**src/rtl/smb_pkg.sv**
```systemverilog
package smb_pkg;
   typedef enum logic [2:0] {
      S_IDLE,
      S_RX,
      S_ACK,
      S_TX,
      S_TACK,
      S_WAIT
   } smb_state_e;

   localparam int unsigned BYTE_W = 8;
endpackage

```
**src/rtl/smb_line_sync.sv**
```systemverilog
module smb_line_sync #(
   parameter int STAGES = 2
) (
   input  logic clk,
   input  logic rst_n,
   input  logic scl_in,
   input  logic sda_in,
   output logic scl_s,
   output logic sda_s,
   output logic scl_rise,
   output logic scl_fall,
   output logic start_evt,
   output logic stop_evt
);
   generate
      if (STAGES < 2) begin : g_stage_chk
         $error("smb_line_sync: STAGES must be 2 or more");
      end
   endgenerate

   logic [STAGES-1:0] scl_pipe;
   logic [STAGES-1:0] sda_pipe;
   logic              scl_d;
   logic              sda_d;

   always_ff @(posedge clk or negedge rst_n) begin
      if (!rst_n) begin
         scl_pipe <= '1;
         sda_pipe <= '1;
         scl_d    <= 1'b1;
         sda_d    <= 1'b1;
      end else begin
         scl_pipe <= {scl_pipe[STAGES-2:0], scl_in};
         sda_pipe <= {sda_pipe[STAGES-2:0], sda_in};
         scl_d    <= scl_pipe[STAGES-1];
         sda_d    <= sda_pipe[STAGES-1];
      end
   end

   assign scl_s     = scl_pipe[STAGES-1];
   assign sda_s     = sda_pipe[STAGES-1];
   assign scl_rise  = scl_s & ~scl_d;
   assign scl_fall  = ~scl_s & scl_d;
   assign start_evt = scl_s & scl_d & sda_d & ~sda_s;
   assign stop_evt  = scl_s & scl_d & ~sda_d & sda_s;
endmodule

```
**src/rtl/smb_shift.sv**
```systemverilog
module smb_shift #(
   parameter int W = 8
) (
   input  logic         clk,
   input  logic         rst_n,
   input  logic         rx_en,
   input  logic         rx_bit,
   input  logic         ld_en,
   input  logic [W-1:0] ld_val,
   input  logic         tx_adv,
   output logic [W-1:0] rx_word,
   output logic [W-1:0] rx_held,
   output logic         tx_after
);
   generate
      if (W < 2) begin : g_w_chk
         $error("smb_shift: W must be 2 or more");
      end
   endgenerate

   logic [W-1:0] rx_sh;
   logic [W-1:0] tx_sh;

   always_ff @(posedge clk or negedge rst_n) begin
      if (!rst_n) begin
         rx_sh <= '0;
         tx_sh <= '1;
      end else begin
         if (rx_en) rx_sh <= {rx_sh[W-2:0], rx_bit};
         if (ld_en) tx_sh <= ld_val;
         else if (tx_adv) tx_sh <= {tx_sh[W-2:0], 1'b1};
      end
   end

   assign rx_word  = {rx_sh[W-2:0], rx_bit};
   assign rx_held  = rx_sh;
   assign tx_after = tx_sh[W-2];
endmodule

```
**src/rtl/smb_reg_reader.sv**
```systemverilog
module smb_reg_reader
   import smb_pkg::*;
#(
   parameter logic [6:0] DEV_ADDR    = 7'h2D,
   parameter logic [7:0] BLK_CMD     = 8'hF1,
   parameter logic [7:0] HDR_LEN     = 8'd2,
   parameter int         MAX_CNT     = 32,
   parameter int         AW          = 8,
   parameter int         SYNC_STAGES = 2
) (
   input  logic          clk,
   input  logic          rst_n,
   input  logic          scl_i,
   input  logic          sda_i,
   output logic          sda_oe,
   output logic [AW-1:0] reg_addr,
   input  logic [7:0]    reg_data
);
   localparam logic [7:0] MAX_B = 8'(MAX_CNT);

   generate
      if (MAX_CNT < 1 || MAX_CNT > 255) begin : g_cnt_chk
         $error("smb_reg_reader: MAX_CNT out of range");
      end
      if (AW < 1 || AW > BYTE_W) begin : g_aw_chk
         $error("smb_reg_reader: AW must be 1..8");
      end
   endgenerate

   logic scl_s, sda_s, scl_rise, scl_fall, start_evt, stop_evt, busev;
   logic [7:0] rx_word, rx_held, tx_val;
   logic tx_after, rx_en, ld_en, tx_adv;

   smb_state_e   st;
   logic [2:0]   bitc;
   logic [2:0]   widx;
   logic         full, ack_go, is_addr, rd_dir, blk, armed, send_cnt, m_ack, oe;
   logic [AW-1:0] ptr;
   logic [7:0]   bcount;

   smb_line_sync #(.STAGES(SYNC_STAGES)) u_sync (
      .clk(clk), .rst_n(rst_n), .scl_in(scl_i), .sda_in(sda_i),
      .scl_s(scl_s), .sda_s(sda_s), .scl_rise(scl_rise), .scl_fall(scl_fall),
      .start_evt(start_evt), .stop_evt(stop_evt)
   );

   smb_shift #(.W(BYTE_W)) u_shift (
      .clk(clk), .rst_n(rst_n), .rx_en(rx_en), .rx_bit(sda_s),
      .ld_en(ld_en), .ld_val(tx_val), .tx_adv(tx_adv),
      .rx_word(rx_word), .rx_held(rx_held), .tx_after(tx_after)
   );

   assign busev  = start_evt | stop_evt;
   assign tx_val = send_cnt ? bcount : reg_data;
   assign rx_en  = !busev && st == S_RX && scl_rise;
   assign tx_adv = !busev && st == S_TX && scl_fall && bitc != 3'd7;
   assign ld_en  = !busev && scl_fall &&
                   ((st == S_ACK && rd_dir) || (st == S_TACK && m_ack));

   always_ff @(posedge clk or negedge rst_n) begin
      if (!rst_n) begin
         st       <= S_IDLE;
         bitc     <= '0;
         widx     <= '0;
         full     <= 1'b0;
         ack_go   <= 1'b0;
         is_addr  <= 1'b0;
         rd_dir   <= 1'b0;
         blk      <= 1'b0;
         armed    <= 1'b0;
         send_cnt <= 1'b0;
         m_ack    <= 1'b0;
         oe       <= 1'b0;
         ptr      <= '0;
         bcount   <= '0;
      end else if (start_evt) begin
         st      <= S_RX;
         bitc    <= '0;
         full    <= 1'b0;
         is_addr <= 1'b1;
         oe      <= 1'b0;
         m_ack   <= 1'b0;
      end else if (stop_evt) begin
         st       <= S_IDLE;
         oe       <= 1'b0;
         m_ack    <= 1'b0;
         blk      <= 1'b0;
         armed    <= 1'b0;
         send_cnt <= 1'b0;
      end else begin
         case (st)
            S_RX: begin
               if (scl_rise) begin
                  bitc <= bitc + 3'd1;
                  if (bitc == 3'd7) begin
                     full <= 1'b1;
                     if (is_addr) begin
                        ack_go <= (rx_word[7:1] == DEV_ADDR);
                        if (rx_word[7:1] == DEV_ADDR) begin
                           rd_dir <= rx_word[0];
                           if (!rx_word[0]) widx <= '0;
                           else begin
                              send_cnt <= armed;
                              armed    <= 1'b0;
                           end
                        end
                     end else if (widx == 3'd0) begin
                        ack_go <= 1'b1;
                        widx   <= 3'd1;
                        armed  <= 1'b0;
                        if (rx_word == BLK_CMD) blk <= 1'b1;
                        else begin
                           blk <= 1'b0;
                           ptr <= rx_word[AW-1:0];
                        end
                     end else if (blk && widx == 3'd1) begin
                        ack_go <= (rx_word == HDR_LEN);
                        widx   <= 3'd2;
                     end else if (blk && widx == 3'd2) begin
                        ack_go <= 1'b1;
                        ptr    <= rx_word[AW-1:0];
                        widx   <= 3'd3;
                     end else if (blk && widx == 3'd3) begin
                        ack_go <= (rx_word != 8'd0) && (rx_word <= MAX_B);
                        armed  <= (rx_word != 8'd0) && (rx_word <= MAX_B);
                        bcount <= rx_word;
                        widx   <= 3'd4;
                     end else begin
                        ack_go <= 1'b0;
                     end
                  end
               end else if (scl_fall && full) begin
                  full <= 1'b0;
                  if (ack_go) begin
                     oe <= 1'b1;
                     st <= S_ACK;
                  end else begin
                     st <= S_WAIT;
                  end
               end
            end
            S_ACK: begin
               if (scl_fall) begin
                  is_addr <= 1'b0;
                  bitc    <= '0;
                  if (rd_dir) begin
                     st       <= S_TX;
                     oe       <= ~tx_val[7];
                     send_cnt <= 1'b0;
                     if (!send_cnt) ptr <= ptr + 1'b1;
                  end else begin
                     st   <= S_RX;
                     oe   <= 1'b0;
                     full <= 1'b0;
                  end
               end
            end
            S_TX: begin
               if (scl_fall) begin
                  if (bitc == 3'd7) begin
                     oe <= 1'b0;
                     st <= S_TACK;
                  end else begin
                     oe   <= ~tx_after;
                     bitc <= bitc + 3'd1;
                  end
               end
            end
            S_TACK: begin
               if (scl_rise) begin
                  if (sda_s) st <= S_WAIT;
                  else m_ack <= 1'b1;
               end else if (scl_fall && m_ack) begin
                  m_ack    <= 1'b0;
                  st       <= S_TX;
                  bitc     <= '0;
                  oe       <= ~tx_val[7];
                  send_cnt <= 1'b0;
                  if (!send_cnt) ptr <= ptr + 1'b1;
               end
            end
            default: ;
         endcase
      end
   end

   assign sda_oe   = oe;
   assign reg_addr = ptr;


   sda_edge_scl_low_chk: assert property (@(posedge clk) disable iff (!rst_n)
      !$stable(sda_oe) |-> !scl_s);


   ack_driven_chk: assert property (@(posedge clk) disable iff (!rst_n)
      (st == S_ACK) |-> sda_oe);


   own_addr_only_chk: assert property (@(posedge clk) disable iff (!rst_n)
      (st == S_ACK && is_addr) |-> (rx_held[7:1] == DEV_ADDR));


   count_range_chk: assert property (@(posedge clk) disable iff (!rst_n)
      armed |-> (bcount != 8'd0 && bcount <= MAX_B));


   released_when_quiet_chk: assert property (@(posedge clk) disable iff (!rst_n)
      (st == S_IDLE || st == S_WAIT) |-> !sda_oe);
endmodule

```
**config.mk**
```make
export PLATFORM = sky130hd
export DESIGN_NAME = smb_reg_reader
export DESIGN_NICKNAME = d
export VERILOG_FILES = /design/src/rtl/smb_pkg.sv /design/src/rtl/smb_line_sync.sv /design/src/rtl/smb_shift.sv /design/src/rtl/smb_reg_reader.sv
export SDC_FILE = /design/constraint.sdc
export NUM_CORES = 1
export LEC_CHECK = 0
export BUFFER_PORTS_ARGS = -buffer_cell sky130_fd_sc_hd__buf_4
export CORE_ASPECT_RATIO = 0.75
export CORE_UTILIZATION = 32
export CTS_BUF_LIST = sky130_fd_sc_hd__clkbuf_8
export CTS_CLUSTER_DIAMETER = 30
export CTS_CLUSTER_SIZE = 14
export DETAILED_ROUTE_END_ITERATION = 12
export SETUP_SLACK_MARGIN = 0.05
export SYNTH_ARGS = -nofsm -noshare
export SYNTH_HDL_FRONTEND = slang
export SYNTH_SLANG_ARGS = --single-unit
```
**constraint.sdc**
```tcl
create_clock -name clk -period 5.65 [get_ports clk]
set_input_delay 1.13 -clock clk [delete_from_list [all_inputs] [get_ports clk]]
set_output_delay 1.13 -clock clk [all_outputs]
set_load 0.01 [all_outputs]
```
==> metrics.json <==
{
  "run_status": "complete, no violations",
  "num_io_pins": 21,
  "cts_buffer_depth": 2,
  "cp-end-kind": "flip-flop",
  "tritoncts.num_buffers": 5,
  "synth_sequential_area_ratio_pct": 43.9,
  "fillers": 950,
  "max_clock_freq_mhz": 352,
  "via_count": 2559,
  "worstSetupPathType": "reg2reg",
  "postCtsSetupRepairBufs": 0,
  "wl_per_cell_um": 16.2,
  "final-setup-viol-count": 0,
  "synthTopCellsByArea": "sky130_fd_sc_hd__dfrtp_1 33%, sky130_fd_sc_hd__dfstp_2 11%, sky130_fd_sc_hd__mux2_2 7.2%, sky130_fd_sc_hd__mux2i_1 4.2%, sky130_fd_sc_hd__a21oi_1 3.5%",
  "min_path_type": "reg2reg",
  "drcViolationCount": 0,
  "timing.critical_path.slowest_stage_cell": "sky130_fd_sc_hd__o21ai_2",
  "synth_fp_nets": 339,
  "detailedPlacementHpwl_um": 5270,
  "timing.final.max_slew_violations": 0,
  "global_route.usage.total_pct": 16.0,
  "crit_path_cell_trace": "nor2b_1 -> o21ai_2 -> o221ai_2 -> or2_1 -> o21ai_1",
  "antenna_diodes": 0,
  "ys.warnings.count": 0,
  "core_area_mm2": 0.00923,
  "grt_overflow_total": 0,
  "async_reset_ff_share_pct": 100,
  "area_of_combinational_cells_with_multiple_inputs_mm2": 0.00165,
  "synth_top_flop_cell": "sky130_fd_sc_hd__dfrtp_1",
  "drv_cap": 0,
  "final_antenna_net_count": 0,
  "grt_antenna_before_repair": 0,
  "irDropWorstVdd_mv": 0.160,
  "critical_path_arrival_ns": 3.08,
  "post_synth_num_cell_types": 60,
  "yosys_register_bits": 54,
  "post_route_cells_drive_above_1_share_pct": 22.4,
  "globalplace.congestion": 0.912,
  "htree_num_levels": 2,
  "worst_setup_path_start_kind": "flip-flop",
  "portBuffers": 20,
  "grt_setup_unrepaired": "no",
  "timing.final.hold_violations": 0,
  "grt_start_max_net_pins": 55,
  "cts.reportedPaths.clkPinSlew_ns": 0.10,
  "synthDominantCellAreaShare_pct": 32.9,
  "via_per_inst": 5.53,
  "avgSynthCellArea_um2": 9.62,
  "relative_slew_slack_pct": 30.2,
  "drt_first_pass_iters": 5,
  "area_delta_synth_final_pct": 11.1,
  "p_leak_nw": 1.43,
  "clock_tree_from_tritoncts": "yes",
  "timing.final.crit_share_pct": 50.3,
  "synth-edff-count": 0,
  "timing.critical_path.max_delay_family": "compound AO/OA/AOI/OAI gates",
  "worst-path-buf-inv": 0,
  "die-width_um": 116,
  "cp_data_required_time_ns": 5.89,
  "worst_slew_pin_slew_ns": 1.05,
  "min_period_ns": 2.84,
  "netlist_area_pre_place_mm2": 0.00312,
  "clk_root_buffer_cell": "sky130_fd_sc_hd__clkbuf_8",
  "timing.critical_path.slowest_cell_delay_ns": 0.87,
  "route.final.wire_length_um": 7510,
  "grt_pass1_vias": 2414,
  "dpl.cell_count": 455,
  "clkLatencyLatePin_ns": 0.31,
  "worst-path-max-fanout": 27,
  "setup_total_negative_slack_ns": 0,
  "die_area_mm2": 0.0101,
  "hold_buf_cts": 0,
  "number_of_standard_cell_rows_in_the_floorplan": 30,
  "clock_sink_count": 54,
  "synth_top_cell_by_area": "sky130_fd_sc_hd__dfrtp_1",
  "finish.cell_count_without_fillers": 463,
  "first_iter_violations": 150,
  "syn-instance-count": 324,
  "finClkSkew_ns": 0.00778,
  "cts_resized": 0,
  "floorplan.initialDensity_pct": 33.8,
  "seqCellArea_mm2": 0.00137,
  "final_stage_net_count": 349,
  "pwr_density_cell_mw_per_mm2": 351,
  "grt_pass1_wl_um": 12500,
  "die_y_extent_um": 87.5
}
report_power, final:
group	internal [mW]	switching (mW)	total (mW)
Combinational	0.174	0.182	0.356
Clock	0.135	0.140	0.275
Sequential	0.469	0.115	0.585
state kept, by name, summed over array words and instances (netlist names), 2 cells and up:
register	cells
bcount	8
reg_addr	8
u_shift.rx_held	7
u_shift.tx_sh	7
bitc	3
st	3
widx	3
u_sync.scl_pipe	2
u_sync.sda_pipe	2
placed cells by master (no fill, tap or decap), types with 3 or more instances in the layout:
cell type and n:
sky130_fd_sc_hd__o31ai_1 8, sky130_fd_sc_hd__nand3b_1 3, sky130_fd_sc_hd__nor3_1 9, sky130_fd_sc_hd__nand2_1 29, sky130_fd_sc_hd__nor2b_1 9, sky130_fd_sc_hd__o21ai_1 11
sky130_fd_sc_hd__ha_1 3, sky130_fd_sc_hd__o21bai_1 3, sky130_fd_sc_hd__o221a_2 5, sky130_fd_sc_hd__mux2i_1 13, sky130_fd_sc_hd__nand2b_1 7, sky130_fd_sc_hd__dfrtp_1 41
sky130_fd_sc_hd__nand3_1 14, sky130_fd_sc_hd__clkbuf_8 5, sky130_fd_sc_hd__o22ai_1 4, sky130_fd_sc_hd__a21oi_1 22, sky130_fd_sc_hd__and3_1 5, sky130_fd_sc_hd__inv_1 6
sky130_fd_sc_hd__nor2_1 19, sky130_fd_sc_hd__nor4_1 4, sky130_fd_sc_hd__or4_1 3, sky130_fd_sc_hd__buf_4 20, sky130_fd_sc_hd__o21ai_0 14, sky130_fd_sc_hd__mux2_2 20
sky130_fd_sc_hd__dfstp_2 13, sky130_fd_sc_hd__a31oi_1 4
kinds of logic after synthesis:
kind of cell	count (synthesis)	synth area share (%)
compound gates	91	19.4
fa+ha+maj	4	1.53
buf+inv	23	3.33
flops	54	43.9
mux	33	11.4
simple gates	119	20.5
worst reg2reg max path: stages (launching register included):
cell                       delay (ns)
sky130_fd_sc_hd__dfrtp_1         0.63
sky130_fd_sc_hd__nor2b_1         0.23
sky130_fd_sc_hd__o21ai_2         0.87
sky130_fd_sc_hd__o221ai_2        0.42
sky130_fd_sc_hd__or2_1           0.44
sky130_fd_sc_hd__o21ai_1         0.19
metrics by stage:
stage | utilization, % | total power [mW] | hold WS, ns | worst slack (ns) | instance area, um^2
5_1_grt | 37.5 | 1.30 | 0.366 | 2.54 | 3460
2_1_floorplan | - | 0.835 | 0.345 | 3.64 | 3120
3_3_place_gp | 36.2 | 0.938 | 0.348 | 2.99 | 3350
4_1_cts | 37.5 | 1.22 | 0.363 | 2.82 | 3460
6_report | 37.5 | 1.22 | 0.362 | 2.81 | 3460
3_5_place_dp | 36.2 | 0.946 | 0.348 | 2.83 | 3350
layout make-up:
| cell class | count | area share, % |
|---|---|---|
| flip-flops and latches | 54 | 39.5 |
| clock inverters | 3 | 1.37 |
| clock buffers | 5 | 1.99 |
| inverters | 6 | 0.651 |
| well taps | 128 | 4.63 |
| multi-input cells | 247 | 47.5 |
| repair buffers | 20 | 4.34 |
cells in the mapped netlist (5+ instances only):
| master | number |
|---|---|
| sky130_fd_sc_hd__a21oi_1 | 22 |
| sky130_fd_sc_hd__mux2i_1 | 13 |
| sky130_fd_sc_hd__o21ai_0 | 14 |
| sky130_fd_sc_hd__inv_1 | 6 |
| sky130_fd_sc_hd__dfstp_2 | 13 |
| sky130_fd_sc_hd__nor2_1 | 19 |
| sky130_fd_sc_hd__and3_1 | 5 |
| sky130_fd_sc_hd__clkbuf_1 | 13 |
| sky130_fd_sc_hd__o21ai_1 | 11 |
| sky130_fd_sc_hd__nand3_1 | 14 |
| sky130_fd_sc_hd__nor3_1 | 9 |
| sky130_fd_sc_hd__o31ai_1 | 8 |
| sky130_fd_sc_hd__nor2b_1 | 9 |
| sky130_fd_sc_hd__o221a_2 | 5 |
| sky130_fd_sc_hd__nand2_1 | 29 |
| sky130_fd_sc_hd__mux2_2 | 20 |
| sky130_fd_sc_hd__nand2b_1 | 7 |
| sky130_fd_sc_hd__dfrtp_1 | 41 |
routing by layer:
metal	track usage (%)	wire, um	part of all wire, %
met4	4.20	64	0.85
met3	2.78	399	5.3
met2	22.7	3200	43
met5	0	0	0
met1	24.7	3850	51
path summary, 6_finish.rpt:
| check | to | cells past startpoint | slack [ns] | start |
|---|---|---|---|---|
| max | reg_addr[0] | 5 | 2.81 | st[2] |
| min | u_sync.scl_pipe[1] | 0 | 0.36 | u_sync.scl_pipe[0] |
| max reg2reg | reg_addr[0] | 5 | 2.81 | st[2] |
| min reg2reg | u_sync.scl_pipe[1] | 0 | 0.36 | u_sync.scl_pipe[0] |
| max in group asynchronous | reg_addr[2] | 1 | 4.33 | rst_n |
| min in group asynchronous | st[0] | 1 | 0.86 | rst_n |
No activity file was read; power rests on OpenSTA's default activity.
